`config.mk`:
```
export PLATFORM = sky130hd
export DESIGN_NAME = aeq_fast_classifier
export DESIGN_NICKNAME = d
export VERILOG_FILES = /design/src/rtl/aeq_fast_pkg.sv /design/src/rtl/aeq_win_cmp.sv /design/src/rtl/aeq_manual_sel.sv /design/src/rtl/aeq_fast_classifier.sv
export SDC_FILE = /design/constraint.sdc
export NUM_CORES = 1
export LEC_CHECK = 0
export BUFFER_PORTS_ARGS = -buffer_cell sky130_fd_sc_hd__buf_2
export CORE_UTILIZATION = 46
export DETAILED_ROUTE_END_ITERATION = 10
export GPL_TIMING_DRIVEN = 0
export HOLD_SLACK_MARGIN = 0.06
export MAX_ROUTING_LAYER = met4
export PLACE_DENSITY = 0.82
export SLEW_MARGIN = 20
export SYNTH_ARGS = -nofsm -noshare
export SYNTH_HDL_FRONTEND = slang
export SYNTH_SLANG_ARGS = --single-unit
```
`constraint.sdc`:
```
create_clock -name clk -period 2.03 [get_ports clk]
set_input_delay 0.5075 -clock clk [delete_from_list [all_inputs] [get_ports clk]]
set_output_delay 0.5075 -clock clk [all_outputs]
set_load 0.005 [all_outputs]
```
`src/rtl/aeq_fast_pkg.sv`:
```
package aeq_fast_pkg;

    typedef enum logic {
        PH_IDLE = 1'b0,
        PH_MEAS = 1'b1
    } phase_e;

    localparam int unsigned EQ_W_P = 4;

    typedef struct packed {
        phase_e              phase;
        logic                long_dec;
        logic [EQ_W_P-1:0]   eq;
        logic                stat;
    } cls_state_t;

endpackage

```
`src/rtl/aeq_win_cmp.sv`:
```
module aeq_win_cmp #(
    parameter int unsigned LVL_W   = 10,
    parameter int unsigned LIM_W   = 3,
    parameter int unsigned STEP_MV = 40
) (
    input  logic signed [LVL_W-1:0] level,
    input  logic [LIM_W-1:0]        code,
    output logic                    outside
);
    localparam int unsigned CMP_W = LVL_W + LIM_W + 1;

    logic [CMP_W-1:0] mag;
    logic [CMP_W-1:0] half_width;

    always_comb begin
        if (level[LVL_W-1]) begin
            mag = CMP_W'(~level) + CMP_W'(1);
            mag[CMP_W-1:LVL_W] = '0;
        end else begin
            mag = CMP_W'(level);
        end
        half_width = CMP_W'(code) * CMP_W'(STEP_MV);
        outside    = (mag > half_width);
    end
endmodule

```
`src/rtl/aeq_manual_sel.sv`:
```
module aeq_manual_sel #(
    parameter int unsigned EQ_W = 4
) (
    input  logic            use_reg,
    input  logic [EQ_W-1:0] pin_val,
    input  logic [EQ_W-1:0] reg_val,
    output logic [EQ_W-1:0] eq_val
);
    always_comb begin
        eq_val = use_reg ? reg_val : pin_val;
    end
endmodule

```
`src/rtl/aeq_fast_classifier.sv`:
```
module aeq_fast_classifier
    import aeq_fast_pkg::*;
#(
    parameter int unsigned EQ_W    = 4,
    parameter int unsigned LIM_W   = 3,
    parameter int unsigned LVL_W   = 10,
    parameter int unsigned STEP_MV = 40
) (
    input  logic                    clk,
    input  logic                    rst_n,
    input  logic                    aeq_en,
    input  logic [1:0]              adapt_mode,
    input  logic                    eq_override,
    input  logic [EQ_W-1:0]         pin_eq,
    input  logic [EQ_W-1:0]         reg_eq,
    input  logic [EQ_W-1:0]         short_eq,
    input  logic [EQ_W-1:0]         long_eq,
    input  logic [LIM_W-1:0]        lim_code,
    input  logic                    start,
    input  logic                    meas_valid,
    input  logic signed [LVL_W-1:0] meas_level,
    output logic [EQ_W-1:0]         eq_out,
    output logic                    long_stat
);
    cls_state_t state_d, state_q;

    logic            mode_fast;
    logic            fast_on;
    logic            meas_busy;
    logic            is_long;
    logic [EQ_W-1:0] manual_eq;

    aeq_win_cmp #(
        .LVL_W  (LVL_W),
        .LIM_W  (LIM_W),
        .STEP_MV(STEP_MV)
    ) win_i (
        .level  (meas_level),
        .code   (lim_code),
        .outside(is_long)
    );

    aeq_manual_sel #(
        .EQ_W(EQ_W)
    ) man_i (
        .use_reg(eq_override),
        .pin_val(pin_eq),
        .reg_val(reg_eq),
        .eq_val (manual_eq)
    );

    assign mode_fast = (adapt_mode == 2'b00) || (adapt_mode == 2'b10);
    assign fast_on   = aeq_en && mode_fast;
    assign meas_busy = (state_q.phase == PH_MEAS);

    always_comb begin
        state_d = state_q;
        if (!fast_on) begin
            state_d.phase = PH_IDLE;
            if (!aeq_en) begin
                state_d.long_dec = 1'b0;
            end
        end else if (start) begin
            state_d.phase = PH_MEAS;
        end else if (meas_busy && meas_valid) begin
            state_d.phase    = PH_IDLE;
            state_d.long_dec = is_long;
        end

        if (fast_on) begin
            state_d.eq   = state_d.long_dec ? long_eq : short_eq;
            state_d.stat = state_d.long_dec;
        end else begin
            state_d.eq   = manual_eq;
            state_d.stat = 1'b0;
        end
    end

    always_ff @(posedge clk or negedge rst_n) begin
        if (!rst_n) begin
            state_q <= '{phase: PH_IDLE, long_dec: 1'b0, eq: '0, stat: 1'b0};
        end else begin
            state_q <= state_d;
        end
    end

    assign eq_out    = state_q.eq;
    assign long_stat = state_q.stat;
endmodule

```
# Yosys cells after proc, flatten, opt, wreduce, memory -nomap -nowiden
# Index checks and enable logic that the tools add are counted.
[totals]
input_bits = 37
register_bits = 7
[classes]
multipliers = 1
n_reduce_logical = 4
eq_ne = 2
bitwise_logic = 1
order_cmp = 1
addsub = 1
n_mux = 9
[ops]
columns = ["op", "n"]
rows = [
  ["$add A10 B2 Y10 const B", 1],
  ["$gt A10 B9 Y1", 1],
  ["$mux W10", 1],
  ["$not A10 Y10", 1],
  ["$mux W4", 2],
  ["$mul A3 B3 Y6 const B", 1],
  ["$mux W5", 1],
  ["$mux W2", 2],
  ["$mux W1", 3],
  ["$ne A3 B2 Y1 const B", 1],
  ["$eq A2 B2 Y1 const B", 1],
  ["$logic_and A1 B1 Y1", 2],
  ["$logic_not A2 Y1", 1],
  ["$logic_or A1 B1 Y1", 1],
]

# Logic depth before layout (Yosys ltp)
[depth]
depth_word = 9
ltp_mapped = 10
mapped_depth_nobuf = 9

# By module
# A second synthesis with hierarchy kept.
[unflattened]
hier_cells = 91
area_unflattened_um2 = 838.3
[by_module_without_submodules]
columns = ["mod", "area_each_um2", "cells_each", "n_inst"]
rows = [
  ["aeq_fast_classifier", 430.4, 37, 1],
  ["aeq_win_cmp", 362.8, 50, 1],
  ["aeq_manual_sel", 45.0, 4, 1],
]

# Worst setup path before layout
# Ideal clock, no wire load.
[synth_timing]
path_type = "input to register"
from = "in meas_level[1]"
to = "reg state_q, in the netlist eq_out[0]"
arrival_ns = 2.700
required_ns = 1.950
path_buffers = 0
setup_slack_ns = -0.750
stages = 9
cell_sequence = "or3_4 or2_1 o31ai_1 xnor2_1 ha_1 a2111oi_0 o21ai_1 and4_4 nor3_2"
[synth_rtl]
columns = ["item", "line", "text"]
rows = [
  ["start, declared", "aeq_fast_classifier.sv:21", "input logic signed [LVL_W-1:0] meas_level,"],
  ["end signal, assigned", "aeq_fast_classifier.sv:81", "state_q <= '{phase: PH_IDLE, long_dec: 1'b0, eq: '0, stat: 1'b0};"],
  ["end signal, assigned", "aeq_fast_classifier.sv:83", "state_q <= state_d;"],
  ["end, declared", "aeq_fast_classifier.sv:25", "cls_state_t state_d, state_q;"],
]

==> results.cfg <==
[run_status]
status = finished with violations
violations = setup timing

[sta]
finalClockSkew_ps = 0.204
slew_viol_final = 0
fin_ws_ps = -612
fin_crit_ps = 2640
rsz0062_at_grt = true
slew_headroom = 0.661
fmax_mhz = 379
final-setup-viol-count = 6
fin_crit_sh = 1.30
tns_ps = -3250
hold_viol = 0
max_slew.worst_pin.slew_ps = 509

[worst_setup_path]
crit-reg2reg-launch = meas_busy$_DFFE_PN0P_
slowest_delay_ps = 380
end_kind = register
critPathSlowestCell = or3_4
arrival_ps = 2800
crit_top_cell = buf_6
critPathRequiredTime_ps = 2190
worst-path-buf-inv = 2
crit_chain = buf_6 > or3_4 > or2_4 > o31ai_4 > xnor2_1 > ha_1 > a2111oi_4 > o21ai_2 > buf_6 > and4_4 > nor3_2
start_kind = input pin
startpoint = meas_level[1]
critPathMaxFanout = 5
path_class = input pin to register
worst_path_dominant_cell_family = simple AND/OR/NAND/NOR gates

[grt]
grt_pass1_vias = 798
grt.overflow.total = 0
grt_max_degree = 11
antenna_found_initial = 0
track_usage = 0.224
grt_pass1_wl_um = 3280

[logic_synthesis]
yosys_warnings = 0
ys_seq_area_frac = 0.200
syn_area_um2 = 877
synth_top_flop_cell = dfrtp_1
yosysUniqueCellTypes = 34
async_reset_ff_frac = 1.00
netlist_instances = 106
syn-num-nets = 152
ys_ff_latch = 7
syn_avg_cell_area_um2 = 8.27
synth_edf_count = 0

[placed_design]
place_ws_ps = -1080
dp_hpwl_um = 1580
routabilityCongestion = 0.828
placed_cells = 170
io_buffers = 39

[routing]
avgRoutedWirePerCell_um = 12.0
wl_met1_um = 973
drt_iter0_drc = 16
drtAntennaViolNets = 0
wl_met2_um = 1090
top_layer = met3
detail_route.drc_violations = 0
vias = 902
totalWireLength_um = 2130
drt_pass1_iterations = 4
met3_length_um = 69
viasPerCell = 5.10

[clocking]
cts_buffer_depth = 2
cts_buffers = 3
cts_tree = built
cts-root-buf = clkbuf_4
cts.htree.levels = 1
clock_sinks = 7
path_clk_slew_ps = 50
clk_latency_ps = 250
cts_hold_buf = 0

[power_and_ir_drop]
power.leakage_nw = 0.602
ir_worst_vdd_uv = 194
powerDensity_nw_per_um2 = 417

[cells_and_area]
diodes = 0
drive_gt1_frac = 0.493
areaGrowthSynthToFinish_pct = 40.8
nNetsFinal = 199
final_cells = 177
fillers = 163

[die]
rows = 15
start_util = 0.497
die_w_um = 45.7
num_io_pins = 42
die_y_um = 45.7
core-area_um2 = 1760
die_area_um2 = 2090

[min_path]
hold_path.class = input pin to asynchronous set/reset pin

[job]
drv_cap = 0
-- timing repair --
action | CTS | global route
pin swaps | 2 | 0
endpoints found under the setup margin | 6 | 6
resized for setup | 8 | 7
hold endpoints to repair | 0 | 0
gates cloned | 1 | 0
buffers inserted | 2 | 1
-- placed cells by master, fill, tap and decap left out, types with 5 or more instances in the layout --
cell type  Yosys  final
dfrtp_1        7      7
nor2_1         9      9
buf_4          4      7
xnor2_1        5      5
inv_1          8      8
ha_1           9      9
buf_2          2     40
nand2_1       10      9
-- synth_stat cells, types with 2 or more instances --
cell type,count,share of area
a21oi_1,4,0.023
ha_1,9,0.13
o21ai_1,4,0.023
dfrtp_1,7,0.20
a31oi_1,4,0.029
nand4_1,2,0.014
mux2i_1,4,0.046
nor2_1,9,0.039
o31ai_2,4,0.057
buf_4,4,0.034
nor3_2,4,0.046
buf_2,2,0.011
inv_1,8,0.034
nand3_1,5,0.029
xnor2_1,5,0.050
nand2_1,10,0.043
and4_4,4,0.051
-- report_power, final --
group          switching, mW  internal (mW)  leakage, nW
Clock                 0.0486         0.0748       0.0150
Sequential           0.00273          0.149       0.0869
Combinational          0.120          0.120        0.500
Total                  0.171          0.344        0.602
-- area by class of cell --
cell class / count / area, µm² / area share
sequential: 7 / 175 / 0.142
clock buffer: 4 / 26.3 / 0.0213
buffer: 8 / 47.5 / 0.0385
timing repair buffer: 43 / 235 / 0.190
multi-input combinational: 82 / 689 / 0.558
tap: 25 / 31.3 / 0.0253
inverter: 8 / 30.0 / 0.0243
-- through the flow --
step           utilization  power [mW]  hold slack (ps)  area, µm²
4_1_cts              0.682       0.491             73.3       1200
2_1_floorplan            -       0.265              212        893
5_1_grt              0.700       0.554             75.8       1230
3_5_place_dp         0.635       0.341              343       1120
3_3_place_gp         0.635       0.332              339       1120
6_report             0.700       0.515             78.6       1230
-- per-layer routing --
layer / vias to the layer above / GRT usage
met5: - / -
met4: 0 / 0.0788
met3: 0 / 0.0238
met2: 26 / 0.369
met1: 405 / 0.283
li1: 471 / -
-- flip-flops by register name, summed over array words and instances, names as in the netlist --
name and flops:
state_q 1, meas_busy 1, long_stat 1, eq_out 4
-- path summary, 6_finish.rpt --
kind                                          to  slack, ps  cells after the start
setup / recovery             eq_out[0]$_DFF_PN0_       -610                     11
hold / removal               eq_out[2]$_DFF_PN0_         80                      1
setup reg to reg             eq_out[2]$_DFF_PN0_        420                      6
hold reg to reg            meas_busy$_DFFE_PN0P_        510                      2
max in group asynchronous    eq_out[0]$_DFF_PN0_       1810                      1
min in group clk             long_stat$_DFF_PN0_        460                      2
-- worst register-to-register path, stage by stage, from the launching register on --
cell      delay, ps
dfrtp_1         370
and4bb_1        250
nand3b_1        260
and2_1          180
buf_2           160
o31ai_2         210
nor3_2           70
-- cell families (layout without fill, tap and decap cells) --
logic type	count (synthesis)	count (layout)	share of synthesized area
AO/OA/AOI/OAI	19	19	0.155
multiplexers	4	4	0.0457
AND/OR/NAND/NOR	44	44	0.310
buffers and inverters	17	63	0.101
XOR/XNOR	6	6	0.0599
adder cells (fa/ha/maj)	9	9	0.128
flip-flops	7	7	0.200
Power figures use the tool's default switching activity.
